[config.mk]
export PLATFORM = sky130hd
export DESIGN_NAME = spi_frame_gen
export DESIGN_NICKNAME = d
export VERILOG_FILES = /design/src/rtl/spi_fg_pkg.sv /design/src/rtl/fg_divider.sv /design/src/rtl/fg_shifter.sv /design/src/rtl/spi_frame_gen.sv
export SDC_FILE = /design/constraint.sdc
export NUM_CORES = 1
export LEC_CHECK = 0
export CAP_MARGIN = 5
export CORE_MARGIN = 1
export CORE_UTILIZATION = 57
export DETAILED_ROUTE_END_ITERATION = 7
export GPL_TIMING_DRIVEN = 0
export PLACE_DENSITY = 0.91
export SETUP_SLACK_MARGIN = 0.4
export SLEW_MARGIN = 20
export SYNTH_ARGS = -nofsm -noshare
export SYNTH_HDL_FRONTEND = slang
export SYNTH_SLANG_ARGS = --single-unit
[constraint.sdc]
create_clock -name clk -period 6.7 [get_ports clk]
set_input_delay 1.675 -clock clk [delete_from_list [all_inputs] [get_ports clk]]
set_output_delay 1.675 -clock clk [all_outputs]
set_load 0.03 [all_outputs]
[src/rtl/spi_fg_pkg.sv]
package spi_fg_pkg;

    localparam int WORD_W   = 32;
    localparam int CHAR_MAX = 16;
    localparam int LEN_W    = 5;

    typedef enum logic [2:0] {
        ST_IDLE  = 3'd0,
        ST_SETUP = 3'd1,
        ST_LOAD  = 3'd2,
        ST_SHIFT = 3'd3,
        ST_GAP   = 3'd4,
        ST_HOLD  = 3'd5
    } fg_state_e;

    // Decoded per-select timing fields
    typedef struct packed {
        logic       cpol;
        logic       cpha;
        logic       msb_first;
        logic       div16;
        logic [3:0] pm;
        logic [3:0] len_m1;
        logic [3:0] setup;
        logic [3:0] hold;
        logic [4:0] gap;
    } fg_mode_t;

    function automatic fg_mode_t decode_mode(input logic [WORD_W-1:0] w);
        fg_mode_t m;
        m.cpol      = w[31];
        m.cpha      = w[30];
        m.msb_first = w[29];
        m.div16     = w[28];
        m.pm        = w[27:24];
        m.len_m1    = w[19:16];
        m.setup     = w[15:12];
        m.hold      = w[11:8];
        m.gap       = w[7:3];
        return m;
    endfunction

    // Short length codes are raised to a 4-bit character
    function automatic logic [LEN_W-1:0] char_len(input logic [3:0] code);
        if (code < 4'd3) begin
            return LEN_W'(4);
        end
        return {1'b0, code} + LEN_W'(1);
    endfunction

endpackage

[src/rtl/fg_divider.sv]
module fg_divider #(
    parameter int CNT_W = 10
) (
    input  logic             clk,
    input  logic             rst_n,
    input  logic             restart,
    input  logic [CNT_W-1:0] half_len,
    output logic             tick,
    output logic [CNT_W-1:0] cnt_o
);

    logic [CNT_W-1:0] cnt_d, cnt_q;

    always_comb begin
        tick  = (cnt_q == half_len - CNT_W'(1));
        cnt_d = cnt_q + CNT_W'(1);
        if (restart || tick) begin
            cnt_d = '0;
        end
    end

    always_ff @(posedge clk or negedge rst_n) begin
        if (!rst_n) begin
            cnt_q <= '0;
        end else begin
            cnt_q <= cnt_d;
        end
    end

    assign cnt_o = cnt_q;

endmodule

[src/rtl/fg_shifter.sv]
module fg_shifter #(
    parameter int W  = 16,
    parameter int LW = 5
) (
    input  logic          clk,
    input  logic          rst_n,
    input  logic          load,
    input  logic          shift_en,
    input  logic          sample_en,
    input  logic          msb_first,
    input  logic [LW-1:0] len,
    input  logic [W-1:0]  data_in,
    input  logic          miso,
    output logic          mosi,
    output logic [W-1:0]  rx_word
);

    typedef struct packed {
        logic [W-1:0] tx;
        logic [W-1:0] rx;
    } sh_regs_t;

    sh_regs_t      s_d, s_q;
    logic [LW-1:0] pad;
    logic [W:0]    full;
    logic [W-1:0]  mask;

    always_comb begin
        pad  = LW'(W) - len;
        full = ((W+1)'(1) << len) - (W+1)'(1);
        mask = full[W-1:0];
        s_d  = s_q;
        if (load) begin
            s_d.tx = msb_first ? (data_in << pad) : data_in;
            s_d.rx = '0;
        end else begin
            if (shift_en) begin
                s_d.tx = msb_first ? (s_q.tx << 1) : (s_q.tx >> 1);
            end
            if (sample_en) begin
                s_d.rx = msb_first ? {s_q.rx[W-2:0], miso} : {miso, s_q.rx[W-1:1]};
            end
        end
        mosi    = msb_first ? s_q.tx[W-1] : s_q.tx[0];
        rx_word = msb_first ? (s_q.rx & mask) : (s_q.rx >> pad);
    end

    always_ff @(posedge clk or negedge rst_n) begin
        if (!rst_n) begin
            s_q <= '0;
        end else begin
            s_q <= s_d;
        end
    end

endmodule

[src/rtl/spi_frame_gen.sv]
module spi_frame_gen
    import spi_fg_pkg::*;
#(
    parameter int NUM_CS = 4,
    parameter int CNT_W  = 10,
    parameter int SEL_W  = (NUM_CS > 1) ? $clog2(NUM_CS) : 1
) (
    input  logic                     clk,
    input  logic                     rst_n,
    input  logic [NUM_CS*WORD_W-1:0] cs_mode_i,
    input  logic [SEL_W-1:0]         cs_sel_i,
    input  logic                     start_i,
    input  logic [CHAR_MAX-1:0]      chr_data_i,
    input  logic                     chr_last_i,
    output logic                     chr_req_o,
    output logic [CHAR_MAX-1:0]      rx_data_o,
    output logic                     rx_valid_o,
    output logic                     sck_o,
    output logic                     mosi_o,
    input  logic                     miso_i,
    output logic [NUM_CS-1:0]        cs_o
);

    localparam int DLY_W = 6;

    typedef struct packed {
        fg_state_e           st;
        logic [SEL_W-1:0]    sel;
        fg_mode_t            mode;
        logic                half;
        logic [LEN_W-1:0]    bits;
        logic [DLY_W-1:0]    dly;
        logic                last;
        logic                act;
        logic                sck;
        logic                req;
        logic                rxv;
        logic [CHAR_MAX-1:0] rxd;
    } fg_regs_t;

    fg_regs_t            r_d, r_q;
    logic [WORD_W-1:0]   words [NUM_CS];
    logic [NUM_CS-1:0]   pol_low;
    fg_mode_t            mode_live;
    logic [CNT_W-1:0]    half_len;
    logic [CNT_W-1:0]    div_cnt;
    logic [LEN_W-1:0]    len_eff;
    logic                tick;
    logic                restart;
    logic                shift_en;
    logic                sample_en;
    logic                sh_mosi;
    logic [CHAR_MAX-1:0] rx_word;

    genvar g;
    generate
        for (g = 0; g < NUM_CS; g++) begin : g_sel
            assign words[g]   = cs_mode_i[g*WORD_W +: WORD_W];
            assign pol_low[g] = words[g][20];
            assign cs_o[g]    = (r_q.act && (r_q.sel == SEL_W'(g))) ? ~pol_low[g] : pol_low[g];
        end
    endgenerate

    assign mode_live = decode_mode(words[cs_sel_i]);
    assign half_len  = (CNT_W'(r_q.mode.pm) + CNT_W'(1)) << (r_q.mode.div16 ? 5 : 1);
    assign len_eff   = char_len(r_q.mode.len_m1);
    assign restart   = (r_d.st != r_q.st) || (r_q.st == ST_IDLE);

    fg_divider #(.CNT_W(CNT_W)) i_div (
        .clk      (clk),
        .rst_n    (rst_n),
        .restart  (restart),
        .half_len (half_len),
        .tick     (tick),
        .cnt_o    (div_cnt)
    );

    fg_shifter #(.W(CHAR_MAX), .LW(LEN_W)) i_shift (
        .clk       (clk),
        .rst_n     (rst_n),
        .load      (r_q.st == ST_LOAD),
        .shift_en  (shift_en),
        .sample_en (sample_en),
        .msb_first (r_q.mode.msb_first),
        .len       (len_eff),
        .data_in   (chr_data_i),
        .miso      (miso_i),
        .mosi      (sh_mosi),
        .rx_word   (rx_word)
    );

    always_comb begin
        r_d       = r_q;
        r_d.req   = 1'b0;
        r_d.rxv   = 1'b0;
        shift_en  = 1'b0;
        sample_en = 1'b0;
        unique case (r_q.st)
            ST_IDLE: begin
                r_d.sck = mode_live.cpol;
                if (start_i) begin
                    r_d.sel  = cs_sel_i;
                    r_d.mode = mode_live;
                    r_d.act  = 1'b1;
                    if (mode_live.setup != 4'd0) begin
                        r_d.st  = ST_SETUP;
                        r_d.dly = DLY_W'({mode_live.setup, 1'b0});
                    end else begin
                        r_d.st  = ST_LOAD;
                        r_d.req = 1'b1;
                    end
                end
            end
            ST_SETUP, ST_GAP: begin
                if (tick) begin
                    r_d.dly = r_q.dly - DLY_W'(1);
                    if (r_q.dly == DLY_W'(1)) begin
                        r_d.st  = ST_LOAD;
                        r_d.req = 1'b1;
                    end
                end
            end
            ST_LOAD: begin
                r_d.st   = ST_SHIFT;
                r_d.half = 1'b0;
                r_d.bits = len_eff;
                r_d.last = chr_last_i;
                r_d.sck  = r_q.mode.cpol ^ r_q.mode.cpha;
            end
            ST_SHIFT: begin
                if (tick) begin
                    if (!r_q.half) begin
                        r_d.half  = 1'b1;
                        sample_en = 1'b1;
                        r_d.sck   = r_q.mode.cpol ^ ~r_q.mode.cpha;
                    end else if (r_q.bits == LEN_W'(1)) begin
                        r_d.rxv = 1'b1;
                        r_d.rxd = rx_word;
                        r_d.sck = r_q.mode.cpol;
                        if (r_q.last) begin
                            if (r_q.mode.hold != 4'd0) begin
                                r_d.st  = ST_HOLD;
                                r_d.dly = DLY_W'({r_q.mode.hold, 1'b0});
                            end else begin
                                r_d.st  = ST_IDLE;
                                r_d.act = 1'b0;
                            end
                        end else if (r_q.mode.gap != 5'd0) begin
                            r_d.st  = ST_GAP;
                            r_d.dly = DLY_W'({r_q.mode.gap, 1'b0});
                        end else begin
                            r_d.st  = ST_LOAD;
                            r_d.req = 1'b1;
                        end
                    end else begin
                        r_d.bits = r_q.bits - LEN_W'(1);
                        r_d.half = 1'b0;
                        shift_en = 1'b1;
                        r_d.sck  = r_q.mode.cpol ^ r_q.mode.cpha;
                    end
                end
            end
            ST_HOLD: begin
                if (tick) begin
                    r_d.dly = r_q.dly - DLY_W'(1);
                    if (r_q.dly == DLY_W'(1)) begin
                        r_d.st  = ST_IDLE;
                        r_d.act = 1'b0;
                    end
                end
            end
            default: begin
                r_d.st  = ST_IDLE;
                r_d.act = 1'b0;
            end
        endcase
    end

    always_ff @(posedge clk or negedge rst_n) begin
        if (!rst_n) begin
            r_q <= '0;
        end else begin
            r_q <= r_d;
        end
    end

    assign chr_req_o  = r_q.req;
    assign rx_data_o  = r_q.rxd;
    assign rx_valid_o = r_q.rxv;
    assign sck_o      = r_q.sck;
    assign mosi_o     = (r_q.st == ST_SHIFT) ? sh_mosi : 1'b0;

endmodule

* Yosys cells after proc, flatten, opt, wreduce, memory -nomap -nowiden
Index checks and enable logic that the tools add are counted.
** Word-level totals
- Register bits :: 105
- Input bits :: 151
- Output and inout bits :: 24
- Word-level logic and storage cells :: 174
** Operators by class
- Add/sub/neg operators :: 8
- Order comparisons :: 2
- Eq/ne operators :: 25
- Shift operators :: 4
- Muxes and demuxes :: 76
- Bitwise operators :: 10
- Reduce and logical (&&, ||, !) cells :: 26
** Operators with widths (count)
- 16-bit two-way mux :: 6
- 32-bit two-way mux :: 3
- 32-bit binary-select mux with 2-bit select :: 1
- 6-bit two-way mux :: 8
- 18-bit two-way mux :: 2
- 3-bit two-way mux :: 11
- 1-bit two-way mux :: 30
- 30-bit two-way mux :: 1
- 20-bit two-way mux :: 1
- 6-bit case mux with 3 select lines :: 1
- 9-bit AND reduction :: 2
- 17-bit two-way mux :: 1
- 16-bit bitwise AND :: 1
- 1-bit by 5-bit left shift with 16-bit output, first input constant :: 1
- 16-bit by 5-bit left shift with 16-bit output :: 1
- 16-bit by 5-bit right shift with 16-bit output :: 1
- 16-bit by 2-bit subtractor with 16-bit output, second input constant :: 1
- 3-bit case mux with 5 select lines :: 1
- 2-bit != test, second input constant :: 7
- 12-bit two-way mux :: 1
- 6-bit case mux with 2 select lines :: 1
- 11-bit two-way mux :: 1
- 10-bit by 1-bit adder with 10-bit output, second input constant :: 1
- 4-bit by 1-bit adder with 5-bit output, second input constant :: 2
- other kinds (38) :: 65

* Depth between registers and ports, before layout
- Depth in word-level cells :: 12
- Depth in mapped cells :: 17

* Hierarchy
Synthesis repeated with hierarchy kept, for this count alone.
** Second synthesis, totals
- Cell total of the unflattened synthesis :: 954
- Area, all modules :: 8657.1 sq um
** Modules (own cells, without submodules)
- spi_frame_gen :: instances 1, cells an instance 358, area an instance 3970.1 sq um
- fg_shifter :: instances 1, cells an instance 501, area an instance 3851.2 sq um
- fg_divider :: instances 1, cells an instance 95, area an instance 835.8 sq um

* Worst setup path after synthesis
OpenSTA, ideal clock, no wires.
- Path kind :: reg2reg
- Start point :: register r_q[46] (netlist bit)
- End point :: register r_q, in the netlist rx_data_o[9]
- Data arrival time :: 3.831 ns
- Slack :: 2.744 ns
- Cell stages (with the launch flop) :: 17
- Cells stage by stage :: dfrtp_1 > ha_1 > nor3_1 > or2_2 > clkbuf_1 > inv_2 > buf_2 > ha_1 > clkbuf_1 > or2_2 > a21boi_0 > o41a_1 > a21oi_1 > nand2_1 > xor2_1 > a32o_1 > mux2_4
** Between the ends
- Longest elaborated chain between the ends :: 7
- Elaborated cells on any way between the ends :: 10
- Those cells by class :: add/sub (3); order compare (1); shift (2); mux (3); bitwise (1)
** RTL lines
- start, declared :: line spi_frame_gen.sv:41 : fg_regs_t r_d, r_q;
- start signal, assigned :: line spi_frame_gen.sv:183 : r_q <= r_d;
- 4-bit by 2-bit less-than comparator with 1-bit output :: line spi_fg_pkg.sv:45 : if (code < 4'd3) begin
- 1-bit two-way mux :: line spi_fg_pkg.sv:45
- 5-bit two-way mux * :: line spi_fg_pkg.sv:48 : return {1'b0, code} + LEN_W'(1);
- 1-bit by 5-bit left shift with 16-bit output :: line fg_shifter.sv:30 : full = ((W+1)'(1) << len) - (W+1)'(1);
- 16-bit by 2-bit subtractor with 16-bit output :: line fg_shifter.sv:30
- 16-bit bitwise AND :: line fg_shifter.sv:45 : rx_word = msb_first ? (s_q.rx & mask) : (s_q.rx >> pad);
- 16-bit two-way mux * :: line fg_shifter.sv:45
Every way passes the cells marked *; elsewhere a longest branch is shown, timed or not.
A chain may end at the register's enable or synchronous reset.

* Final worst setup path
- Start point :: register r_q[46] (netlist bit)
- End point :: register i_shift.s_q[25] (netlist bit)
** Between the ends
- Longest elaborated chain between the ends :: 7
- Elaborated cells on any way between the ends :: 8
- Those cells by class :: add/sub (2); order compare (1); shift (1); mux (4)
** RTL lines
- 4-bit by 2-bit less-than comparator with 1-bit output :: line spi_fg_pkg.sv:45
- 1-bit two-way mux :: line spi_fg_pkg.sv:45
- 5-bit two-way mux * :: line spi_fg_pkg.sv:48
- 5-bit subtractor * :: line fg_shifter.sv:29 : pad = LW'(W) - len;
- 16-bit by 5-bit left shift with 16-bit output * :: line fg_shifter.sv:34 : s_d.tx = msb_first ? (data_in << pad) : data_in;
- 16-bit two-way mux * :: line fg_shifter.sv:34
- 32-bit two-way mux * :: line fg_shifter.sv:33 : if (load) begin
- end signal, assigned :: line fg_shifter.sv:50 : s_q <= '0;
- end signal, assigned :: line fg_shifter.sv:52 : s_q <= s_d;
- end, declared :: line fg_shifter.sv:23 : sh_regs_t s_d, s_q;
Marked as above.

==> results.toml <==
[sta]
slew_headroom_pct = 33.9
hold_violations = 0
final-setup-viol-count = 0
post-route-period-util_pct = 73.0
rsz0062_at_grt = "no"
worst_slew_pin_slew_ns = 0.991
period_minus_slack_ns = 4.89
slew_violations = 0
fmax_mhz = 204
tns_ns = 0
fin_skew_ns = 0.0175

[clock_tree]
clock_latency_ns = 0.37
post_cts_buffers = 0
cts_tree = "done"
cts_buffer_depth = 2
hold_buffers = 0
cts_buffers = 9
root_buffer = "clkbuf_16"
post_cts_resized = 0
htreeDepth = 3
cts_sinks = 101
path_clk_slew_ns = 0.07

[die]
die_w_um = 125
fp.dieH_um = 125
initial_utilization_pct = 59.0
ios = 175
rows = 44
die_area_um2 = 15700
coreArea_um2 = 14600

[yosys]
synth_area_leaders = "dfrtp_1 29%, mux2i_1 11%, mux4_2 9.4%, mux2_2 6.0%, nand2_1 4.8%"
synthAdderAreaFrac_pct = 2.17
synth_top_family_by_area = "multiplexers"
synth_area_per_cell_um2 = 9.50
synth_simple_gate_area_share_pct = 16.9
synthArstFlopShare_pct = 100
seq_area_frac_synth_pct = 29.2
synth_compound_area_share_pct = 14.7
yosysMostFrequentCell = "nand2_1"
yosysTopAreaCell = "dfrtp_1"
synth_xor_area_share_pct = 3.63
synth_edf_count = 0
synth_common_cells = "111 x nand2_1, 101 x dfrtp_1, 93 x mux2i_1"
synthCells = 910
ys_warn_count = 0
yosysUniqueCellTypes = 83
synthMuxAreaShare_pct = 27.8
synth_top_area_share_pct = 29.2
synth_seq_cells = 101
synthesis.nets = 1076
ys.flop_type = "dfrtp_1"
syn_area_um2 = 8640

[critical_path]
startpoint_type = "register"
path_max_fanout = 11
critPathRequiredTime_ns = 6.95
crit_path_end_kind = "register"
critPathKind = "reg2reg"
cp.arrival_ns = 5.14
worst-r2r-setup-slack_ns = 1.81

[place]
io_buffers = 148
globalplace.congestion = 0.961
dpl_cell_area_um2 = 10400
dpl.hpwl_mm = 19.7

[cells_and_area]
n_fill_cell = 1122
drive_above_1_share_pct = 14.0
post-route-cell-area_um2 = 10700
area_delta_synth_final_pct = 23.5
diodes = 0
nets = 1236

[pwr]
finalPower_uw = 2200
powerDensity_nw_per_um2 = 206
leakage_uw = 0.00445
ir_worst_vdd_uv = 155

[run]
maxCapViolCount = 0

[routing]
drc = 4
dr.pass1.iters = 8
drt_iter0_drc = 886
wl_per_cell_um = 20.2
via_per_inst = 6.48
ant_nets = 0
vias = 8164
drt_wl_total_mm = 25.4

[global_routing]
grt.overflow.total = 0
antenna_found_initial = 0
grt_util_all_layers_pct = 33.2
grt_pass1_vias = 7927
grt_max_degree = 72
grt_pass1_wl_mm = 41.3

[run_status]
outcome = "finished, violations left"
violations = "DRC"

[hold_path]
min_path_type = "reg2reg"
report_power, final:
group / total, uW / leakage, uW / switching [uW] / internal [uW]
Clock: 522 / 0.000140 / 257 / 265
Sequential: 771 / 0.00124 / 92.4 / 678
Combinational: 904 / 0.00307 / 489 / 415
sequential cells by signal, summed over array words and instances (netlist names):
name,count
rx_data_o,16
i_shift.s_q,32
i_div.cnt_o,10
sck_o,1
chr_req_o,1
r_q,40
rx_valid_o,1
per-stage QoR:
step	setup WS (ns)	util, %	std cells	hold WS [ns]
4_1_cts	1.93	72.8	1259	0.498
2_1_floorplan	2.74	-	910	0.456
5_1_grt	1.54	72.9	1259	0.525
3_5_place_dp	1.94	70.9	1243	0.478
6_report	1.81	72.9	1259	0.498
3_3_place_gp	0.171	70.7	1242	0.467
critical path: stages (launching register included):
cell and delay (ns):
dfrtp_1 0.41, ha_1 0.28, nor3_1 0.31, or2_2 0.16, clkbuf_1 0.29, buf_1 0.62, ha_1 0.34, ha_1 0.14
clkbuf_1 0.41, clkbuf_1 0.53, clkbuf_1 0.51, o211ai_1 0.16, nand3_1 0.17, o211ai_1 0.12, mux2_1 0.32
placed cells by master (no fill, tap or decap), types with 20 or more instances in the layout:
master           instances
mux2_2                  46
o21ai_0                 29
mux2i_1                 93
nand2_1                111
clkbuf_1                41
dfrtp_1                101
a21oi_1                 32
mux4_2                  36
clkdlybuf4s50_1        147
nor2_1                  48
xnor2_1                 20
nand3_1                 27
cell families (layout without fill, tap and decap cells):
logic type      Yosys count  after routing
xor+xnor                 35             35
buf+inv                 101            266
mux                     186            186
flops                   101            101
simple gates            290            290
compound gates          182            182
fa+ha+maj                15             15
path summary, 6_finish.rpt:
check | depth (start not counted) | to | from
hold / removal | 1 | rx_data_o[14] | rx_data_o[14]
hold reg to reg | 1 | rx_data_o[14] | rx_data_o[14]
max in group asynchronous | 2 | r_q[31] | rst_n
setup / recovery | 14 | i_shift.s_q[25] | r_q[46]
min in group asynchronous | 1 | i_shift.s_q[0] | rst_n
setup reg to reg | 14 | i_shift.s_q[25] | r_q[46]
routing by layer:
| layer | vias to the layer above | part of all wire, % | global-route usage (%) |
|---|---|---|---|
| li1 | 3687 | - | - |
| met5 | - | 0 | 0 |
| met2 | 459 | 48 | 54.5 |
| met4 | 0 | 3.1 | 13.2 |
| met3 | 71 | 7.9 | 5.01 |
| met1 | 3947 | 41 | 44.3 |
layout make-up:
cell class	instances	area (um2)	area share (%)
clock buffers	10	239	2.24
repair buffers	149	1510	14.2
flip-flops and latches	101	2530	23.7
multi-input cells	708	5630	52.8
clock inverters	6	43.8	0.410
inverters	21	78.8	0.739
well taps	184	230	2.16
plain buffers	80	405	3.80
(Power assumes the default switching activity.)
